`config.mk`:
```
export PLATFORM = sky130hd
export DESIGN_NAME = flagword_reg
export DESIGN_NICKNAME = d
export VERILOG_FILES = /design/src/rtl/flagword_pkg.sv /design/src/rtl/flag_calc.sv /design/src/rtl/flag_store.sv /design/src/rtl/flagword_reg.sv
export SDC_FILE = /design/constraint.sdc
export NUM_CORES = 1
export LEC_CHECK = 0
export BUFFER_PORTS_ARGS = -buffer_cell sky130_fd_sc_hd__buf_2
export CAP_MARGIN = 20
export CORE_UTILIZATION = 42
export CTS_CLUSTER_DIAMETER = 200
export CTS_CLUSTER_SIZE = 30
export DETAILED_ROUTE_END_ITERATION = 10
export PLACE_DENSITY_LB_ADDON = 0.05
export SLEW_MARGIN = 25
export SYNTH_ARGS = -nofsm -noshare
export SYNTH_HDL_FRONTEND = slang
export SYNTH_HIERARCHICAL = 1
export SYNTH_SLANG_ARGS = --single-unit
export TNS_END_PERCENT = 100
```
`constraint.sdc`:
```
create_clock -name clk -period 1.15 [get_ports clk]
set_clock_uncertainty 0.2 [all_clocks]
set_input_delay 0 -clock clk [delete_from_list [all_inputs] [get_ports clk]]
set_output_delay 0 -clock clk [all_outputs]
set_load 0.02 [all_outputs]
```
`src/rtl/flagword_pkg.sv`:
```
package flagword_pkg;

  localparam int unsigned FW_WIDTH = 16;

  // Bit positions inside the flag word
  localparam int unsigned FB_C = 0;
  localparam int unsigned FB_P = 2;
  localparam int unsigned FB_A = 4;
  localparam int unsigned FB_Z = 6;
  localparam int unsigned FB_S = 7;
  localparam int unsigned FB_T = 8;
  localparam int unsigned FB_I = 9;
  localparam int unsigned FB_D = 10;
  localparam int unsigned FB_O = 11;

  localparam logic [FW_WIDTH-1:0] FW_MASK =
    FW_WIDTH'((1 << FB_C) | (1 << FB_P) | (1 << FB_A) | (1 << FB_Z) | (1 << FB_S) |
              (1 << FB_T) | (1 << FB_I) | (1 << FB_D) | (1 << FB_O));

  typedef enum logic [2:0] {
    OPC_ADD   = 3'd0,
    OPC_SUB   = 3'd1,
    OPC_LOGIC = 3'd2,
    OPC_SHL   = 3'd3,
    OPC_SHR   = 3'd4
  } opc_e;

  typedef struct packed {
    logic c;
    logic p;
    logic a;
    logic z;
    logic s;
    logic o;
  } stat_t;

  // 1 when the byte holds an even number of ones
  function automatic logic even_ones(input logic [7:0] v);
    logic acc;
    acc = 1'b1;
    for (int k = 0; k < 8; k++) acc = acc ^ v[k];
    return acc;
  endfunction

  // Signed overflow of an add: equal operand signs, result sign differs
  function automatic logic add_ovf(input logic sa, input logic sb, input logic sr);
    return (sa == sb) && (sr != sa);
  endfunction

  // Signed overflow of a subtract: operand signs differ, result sign follows b
  function automatic logic sub_ovf(input logic sa, input logic sb, input logic sr);
    return (sa != sb) && (sr != sa);
  endfunction

endpackage

```
`src/rtl/flag_calc.sv`:
```
module flag_calc
  import flagword_pkg::*;
#(
  parameter int unsigned DATA_W = 16,
  parameter int unsigned BYTE_W = 8
) (
  input  logic [2:0]        op_cls,
  input  logic              wide,
  input  logic [DATA_W-1:0] opa,
  input  logic [DATA_W-1:0] opb,
  input  logic              cin,
  input  logic [DATA_W-1:0] res,
  output stat_t             st,
  output logic              op_known,
  output logic              op_logic
);

  localparam int unsigned PAD_W = DATA_W - BYTE_W;

  logic [DATA_W-1:0] a_m, b_m;
  logic [DATA_W:0]   add_ext, sub_ext;
  logic              add_cy, sub_bw;
  logic              a_msb, b_msb, r_msb;
  logic              r_zero;
  logic              nib_cy;

  assign a_m = wide ? opa : {{PAD_W{1'b0}}, opa[BYTE_W-1:0]};
  assign b_m = wide ? opb : {{PAD_W{1'b0}}, opb[BYTE_W-1:0]};

  assign add_ext = {1'b0, a_m} + {1'b0, b_m} + {{DATA_W{1'b0}}, cin};
  assign sub_ext = {1'b0, a_m} - {1'b0, b_m} - {{DATA_W{1'b0}}, cin};

  // Width-selected carry and borrow out of the top bit
  assign add_cy = wide ? add_ext[DATA_W] : add_ext[BYTE_W];
  assign sub_bw = wide ? sub_ext[DATA_W] : sub_ext[BYTE_W];

  assign a_msb  = wide ? opa[DATA_W-1] : opa[BYTE_W-1];
  assign b_msb  = wide ? opb[DATA_W-1] : opb[BYTE_W-1];
  assign r_msb  = wide ? res[DATA_W-1] : res[BYTE_W-1];
  assign r_zero = wide ? (res == '0) : (res[BYTE_W-1:0] == '0);

  // Carry or borrow from bit 3 into bit 4
  assign nib_cy = opa[4] ^ opb[4] ^ res[4];

  always_comb begin
    st       = '0;
    st.p     = even_ones(res[7:0]);
    st.z     = r_zero;
    st.s     = r_msb;
    op_known = 1'b1;
    op_logic = 1'b0;
    case (op_cls)
      OPC_ADD: begin
        st.c = add_cy;
        st.a = nib_cy;
        st.o = add_ovf(a_msb, b_msb, r_msb);
      end
      OPC_SUB: begin
        st.c = sub_bw;
        st.a = nib_cy;
        st.o = sub_ovf(a_msb, b_msb, r_msb);
      end
      OPC_LOGIC: begin
        op_logic = 1'b1;
      end
      OPC_SHL: begin
        st.c = a_msb;
        st.o = r_msb ^ a_msb;
      end
      OPC_SHR: begin
        st.c = opa[0];
        st.o = a_msb;
      end
      default: op_known = 1'b0;
    endcase
  end

endmodule

```
`src/rtl/flag_store.sv`:
```
module flag_store
  import flagword_pkg::*;
#(
  parameter int unsigned FLAG_W = FW_WIDTH
) (
  input  logic              clk,
  input  logic              rst_n,
  input  logic              upd_apply,
  input  logic              upd_logic,
  input  stat_t             st,
  input  logic              cf_set,
  input  logic              cf_clr,
  input  logic              cf_cmp,
  input  logic              df_set,
  input  logic              df_clr,
  input  logic              if_set,
  input  logic              if_clr,
  input  logic              wr_en,
  input  logic [FLAG_W-1:0] wr_data,
  output logic [FLAG_W-1:0] flags_q
);

  localparam logic [FLAG_W-1:0] KEEP = FLAG_W'(FW_MASK);

  logic [FLAG_W-1:0] flags_d;
  logic              any_strobe;

  assign any_strobe = cf_set | cf_clr | cf_cmp | df_set | df_clr | if_set | if_clr;

  always_comb begin
    flags_d = flags_q;
    if (wr_en) begin
      flags_d = wr_data & KEEP;
    end else if (upd_apply) begin
      flags_d[FB_C] = st.c;
      flags_d[FB_P] = st.p;
      flags_d[FB_A] = st.a;
      flags_d[FB_Z] = st.z;
      flags_d[FB_S] = st.s;
      flags_d[FB_O] = st.o;
    end
    if (cf_set)      flags_d[FB_C] = 1'b1;
    else if (cf_clr) flags_d[FB_C] = 1'b0;
    else if (cf_cmp) flags_d[FB_C] = ~flags_q[FB_C];
    if (df_set)      flags_d[FB_D] = 1'b1;
    else if (df_clr) flags_d[FB_D] = 1'b0;
    if (if_set)      flags_d[FB_I] = 1'b1;
    else if (if_clr) flags_d[FB_I] = 1'b0;
  end

  always_ff @(posedge clk or negedge rst_n) begin
    if (!rst_n) flags_q <= '0;
    else        flags_q <= flags_d;
  end

  assert_unused_zero_R2: assert property (@(posedge clk) disable iff (!rst_n)
    (flags_q & ~KEEP) == '0);

  assert_cset_wins_R10: assert property (@(posedge clk) disable iff (!rst_n)
    cf_set |=> flags_q[FB_C]);

  assert_cclr_wins_R10: assert property (@(posedge clk) disable iff (!rst_n)
    (cf_clr && !cf_set) |=> !flags_q[FB_C]);

  assert_logic_clears_R8: assert property (@(posedge clk) disable iff (!rst_n)
    (upd_apply && upd_logic && !wr_en && !cf_set && !cf_cmp) |=>
      (!flags_q[FB_C] && !flags_q[FB_O]));

  assert_trap_load_only_R11: assert property (@(posedge clk) disable iff (!rst_n)
    !wr_en |=> (flags_q[FB_T] == $past(flags_q[FB_T])));

  assert_dir_set_R11: assert property (@(posedge clk) disable iff (!rst_n)
    df_set |=> flags_q[FB_D]);

  assert_idle_hold_R13: assert property (@(posedge clk) disable iff (!rst_n)
    (!upd_apply && !wr_en && !any_strobe) |=> $stable(flags_q));

endmodule

```
`src/rtl/flagword_reg.sv`:
```
module flagword_reg
  import flagword_pkg::*;
#(
  parameter int unsigned DATA_W = 16,
  parameter int unsigned BYTE_W = 8
) (
  input  logic              clk,
  input  logic              rst_n,
  input  logic              upd_en,
  input  logic [2:0]        op_cls,
  input  logic              wide,
  input  logic [DATA_W-1:0] opa,
  input  logic [DATA_W-1:0] opb,
  input  logic              cin,
  input  logic [DATA_W-1:0] res,
  input  logic              cf_set,
  input  logic              cf_clr,
  input  logic              cf_cmp,
  input  logic              df_set,
  input  logic              df_clr,
  input  logic              if_set,
  input  logic              if_clr,
  input  logic              wr_en,
  input  logic [FW_WIDTH-1:0] wr_data,
  output logic [FW_WIDTH-1:0] flags_q
);

  stat_t st;
  logic  op_known;
  logic  op_logic;
  logic  upd_apply;

  flag_calc #(
    .DATA_W (DATA_W),
    .BYTE_W (BYTE_W)
  ) u_calc (
    .op_cls   (op_cls),
    .wide     (wide),
    .opa      (opa),
    .opb      (opb),
    .cin      (cin),
    .res      (res),
    .st       (st),
    .op_known (op_known),
    .op_logic (op_logic)
  );

  assign upd_apply = upd_en & op_known;

  flag_store #(
    .FLAG_W (FW_WIDTH)
  ) u_store (
    .clk       (clk),
    .rst_n     (rst_n),
    .upd_apply (upd_apply),
    .upd_logic (op_logic),
    .st        (st),
    .cf_set    (cf_set),
    .cf_clr    (cf_clr),
    .cf_cmp    (cf_cmp),
    .df_set    (df_set),
    .df_clr    (df_clr),
    .if_set    (if_set),
    .if_clr    (if_clr),
    .wr_en     (wr_en),
    .wr_data   (wr_data),
    .flags_q   (flags_q)
  );

endmodule

```
# Word level (Yosys, flattened, before mapping)
# Index checks and enable logic that the tools add are counted.
# classes
n_reduce_logical	11
mux	30
n_addsub	4
eq_ne	7
bitwise	13
# ops
op	n
2-to-1 mux 16 bit	2
2-to-1 mux 1 bit	23
adder 16 x 16 -> 17 bit	1
adder 17 x 1 -> 17 bit	1
subtractor 16 x 16 -> 17 bit	1
subtractor 17 x 1 -> 17 bit	1
logical NOT 16 bit	1
XOR 1 bit	10
logical NOT 8 bit	1
case mux 1 bit (4 select lines)	2
== test 3 x 2 -> 1 bit, second input constant	2
nonzero test 3 bit	2
nonzero test 5 bit	1
OR reduction 5 bit	1
2-to-1 mux 2 bit	2
== test 3 x 1 -> 1 bit, second input constant	1
== test 3 bit, second input constant	1
logical NOT 3 bit	1
2-to-1 mux 3 bit	1
logical AND 1 bit	2
!= test 1 bit	2
inverter 1 bit	2
nonzero test 2 bit	1
OR reduction 2 bit	1
2 further kinds	2
# word_totals
ff_bits	9
out_inout_bits	16
word_cells	70

# Logic depth before layout (Yosys ltp)
# logic_depth
depth_word	10
ltp_mapped	15
depth_no_buf	12

# Modules after synthesis
# The synthesis kept the hierarchy.
# by_module_without_submodules
module	seq_area_each_um2	cells_each	area_each_um2	n_inst
flag_calc	0.0	198	1418.9	1
flag_store	225.2	46	493.0	1
flagword_reg	0.0	1	6.3	1

# Worst setup path before layout
# OpenSTA, ideal clock, no wires.
# synth_timing
kind	input-to-reg
from	in wide
to	reg u_store.flags_q[0]
required_ns	0.823
path_slack_ns	-1.900
setup_ns	0.127
stages	15
path_buffers	3
arrival_ns	2.722
path_cell_list	clkbuf_1 -> clkbuf_1 -> clkbuf_1 -> nand2_1 -> ha_1 -> inv_1 -> ha_1 -> a21o_1 -> a21o_1 -> a211oi_1 -> nand4_1 -> o2111ai_1 -> o311ai_2 -> a211oi_1 -> o41ai_2
# synth_rtl
element	line	rtl
start: declaration	flagword_reg.sv:11	input logic wide,
end signal: assignment	flag_store.sv:53	else flags_q <= flags_d;
end: declaration	flag_store.sv:20	output logic [FLAG_W-1:0] flags_q

==> results.md <==
* Required time worst endpoint at 1090 ps
* Antenna Cells at 0
* Row cnt at 24
* Tcrit/Tclk final at 198%
* WHS at -57.9 ps
* CTS sink count at 9
* GPL Wtd Cong at 0.855
* Core ar. at 4350 um2
* Register with the most flip-flops: u_store/flags_q
* Later-pin clock latency in the skew report at 240 ps
* Top Registers: u_store/flags_q (9)
* Initial Utilization at 43.9%
* DR DRC count at 0
* WL final at 6070 um
* Slowest cell on crit path: o41ai_2
* Cell area after synthesis at 1910 um2
* Root buf cell: clkbuf_8
* Pre-CTS setup slack at -1560 ps
* Violated checks: negative hold slack, negative setup slack
* CP arrival at 2220 ps
* Status: finished with violations
* Area Growth Syn to Fin at 91.7%
* Post-route non-filler standard cell count at 451
* Register share of total power at 15.9%
* IO buf count at 81
* DIE HEIGHT at 69.4 um
* Post-CTS Hold Buffers at 19
* Slew Limit Fails at 0
* Crit path cell chain: buf_4 -> ha_4 -> inv_2 -> ha_4 -> buf_4 -> a21oi_1 -> o211ai_1 -> o21ai_2 -> a211o_1 -> o2111ai_2 -> o311ai_4 -> a211oi_2 -> o41ai_2
* Total Power at 2290 uW
* TritonCTS buffer count at 3
* Worst Path Max Fanout at 2
* Clock buffer depth at 2
* Average wire per standard cell at 13.5 um
* Worst hold path class: input pin to flip-flop
* Vias per cell at 4.95
* Design area at 3660 um2
* Max FFs per register at 9
* RSZ-0062 raised after global routing: yes
* Inst Count DP at 420
* Syn_area_per_cell at 7.83 um2
* Pwr/cell area at 626 nW/um2
* Routed Antenna Nets at 0
* Clock period minus worst slack at 2280 ps
* Psw at 861 uW
* YS warnings at 6
* Max cap viols at 0
* Die area at 4820 um2
* Area after DPL at 2810 um2
* Drt pass-1 iters at 5
* Combinational Power Share at 67.8%
* First-pass GRT wire length at 9600 um
* Congestion Overflow GR at 0
* Nets at 526
* Depth of the CTS H-tree at 1
* CP endpoint kind: flip-flop
* Switch share at 37.5%
* Clock Power Share at 16.3%
* Tot GR Track Use at 24.3%
* Via count at 2233
* Initial antenna violation count at 0
* Worst-case vdd ir drop at 0.946 mV
* CP Class: input pin to flip-flop
* Syn Inst Count at 244
* Dpl hpwl at 3790 um
* CTS tree: yes
* Critical path startpoint category: input pin
* Clock transition at path regs at 50 ps
* IO Pins at 96
* Crit-path max cell delay at 330 ps
* Cell-internal power at 1430 uW
* Filler Cell Count at 249
* Die W at 69.4 um
* PnR worst setup slack at -1130 ps
* Leak at 0.00182 uW
* Violation count after the first detailed-route iteration at 65
* Setup Viol. Count Final at 3
* Vias in the first global route at 2262
* Share of layout cells above drive strength 1 at 58.1%
* Max frequency at 438 MHz
* Final Hold Fails at 1
* Largest net degree at the start of global routing at 11
==> per-layer routing <==
layer	track usage [%]	wire, um	up-vias
met5	0	0	-
met4	4.54	139	0
met3	2.91	227	18
met2	49.0	3310	69
met1	26.9	2390	1022
li1	-	-	1124
==> placed cells by master (no fill, tap or decap), drive strengths merged, types with 2 or more instances in the layout <==
master and count:
buf 141, ha 46, inv 45, dlygate4sd3 18, nand2 17, o21ai 13
nor2 12, a21oi 10, and2 10, dfrtp 9, mux2i 8, conb 7
xnor2 6, clkbuf 5, a211oi 5, a21o 4, nand4 4, nor4 4
nor3 4, o21bai 3, mux2 3, nor2b 3, xor2 3, nor3b 2
nor4b 2, a41oi 2
==> through the flow <==
step / hold WS [ps] / TNS (ps) / utilization [%]
final: -57.9 / -1830 / 84.1
after global routing: -46.4 / -2070 / 84.1
after CTS: -74.9 / -1610 / 79.6
after detailed placement: -336 / -3950 / 64.6
after global placement: -338 / -3860 / 64.6
after floorplan: -496 / -1890 / -
==> worst paths after layout <==
| check | to | cells after the start | start | slack (ps) |
|---|---|---|---|---|
| setup / recovery | u_store/flags_q[0] | 13 | opb[7] | -1130 |
| hold / removal | u_store/flags_q[8] | 2 | wr_en | -60 |
| setup reg to reg | u_store/flags_q[0] | 3 | u_store/flags_q[0] | -10 |
| hold reg to reg | u_store/flags_q[8] | 1 | u_store/flags_q[8] | 310 |
| max in group asynchronous | u_store/flags_q[10] | 3 | rst_n | 80 |
| min in group asynchronous | u_store/flags_q[8] | 3 | rst_n | 520 |
==> cell type report <==
type / instances / area [um2] / area share [%]
clock buffers: 4 / 45.0 / 1.23
well taps: 52 / 65.1 / 1.78
flip-flops and latches: 9 / 225 / 6.15
inverters: 45 / 181 / 4.95
repair buffers: 161 / 1180 / 32.3
multi-input cells: 180 / 1960 / 53.6
==> what timing repair did <==
item	4_1_cts	5_1_grt
setup endpoints to repair	6	15
pin swaps	36	21
buffers inserted	6	3
gates resized for setup	73	38
cloned	1	0
endpoints found under the hold margin	18	1
==> power by group through the flow <==
stage | combinational (uW) | clock (uW) | sequential [uW]
5_1_grt | 1690 | 399 | 367
3_5_place_dp | 1100 | 0 | 366
3_3_place_gp | 1080 | 0 | 366
4_1_cts | 1400 | 380 | 363
2_1_floorplan | 619 | 0 | 407
6_report | 1550 | 374 | 365
==> critical path, delay by kind of cell <==
kind	cells	cell delay [ps]
buffers and inverters	3	310
adder cells (fa/ha/maj)	2	490
AO/OA/AOI/OAI	8	1400
Power figures use the tool's default switching activity.
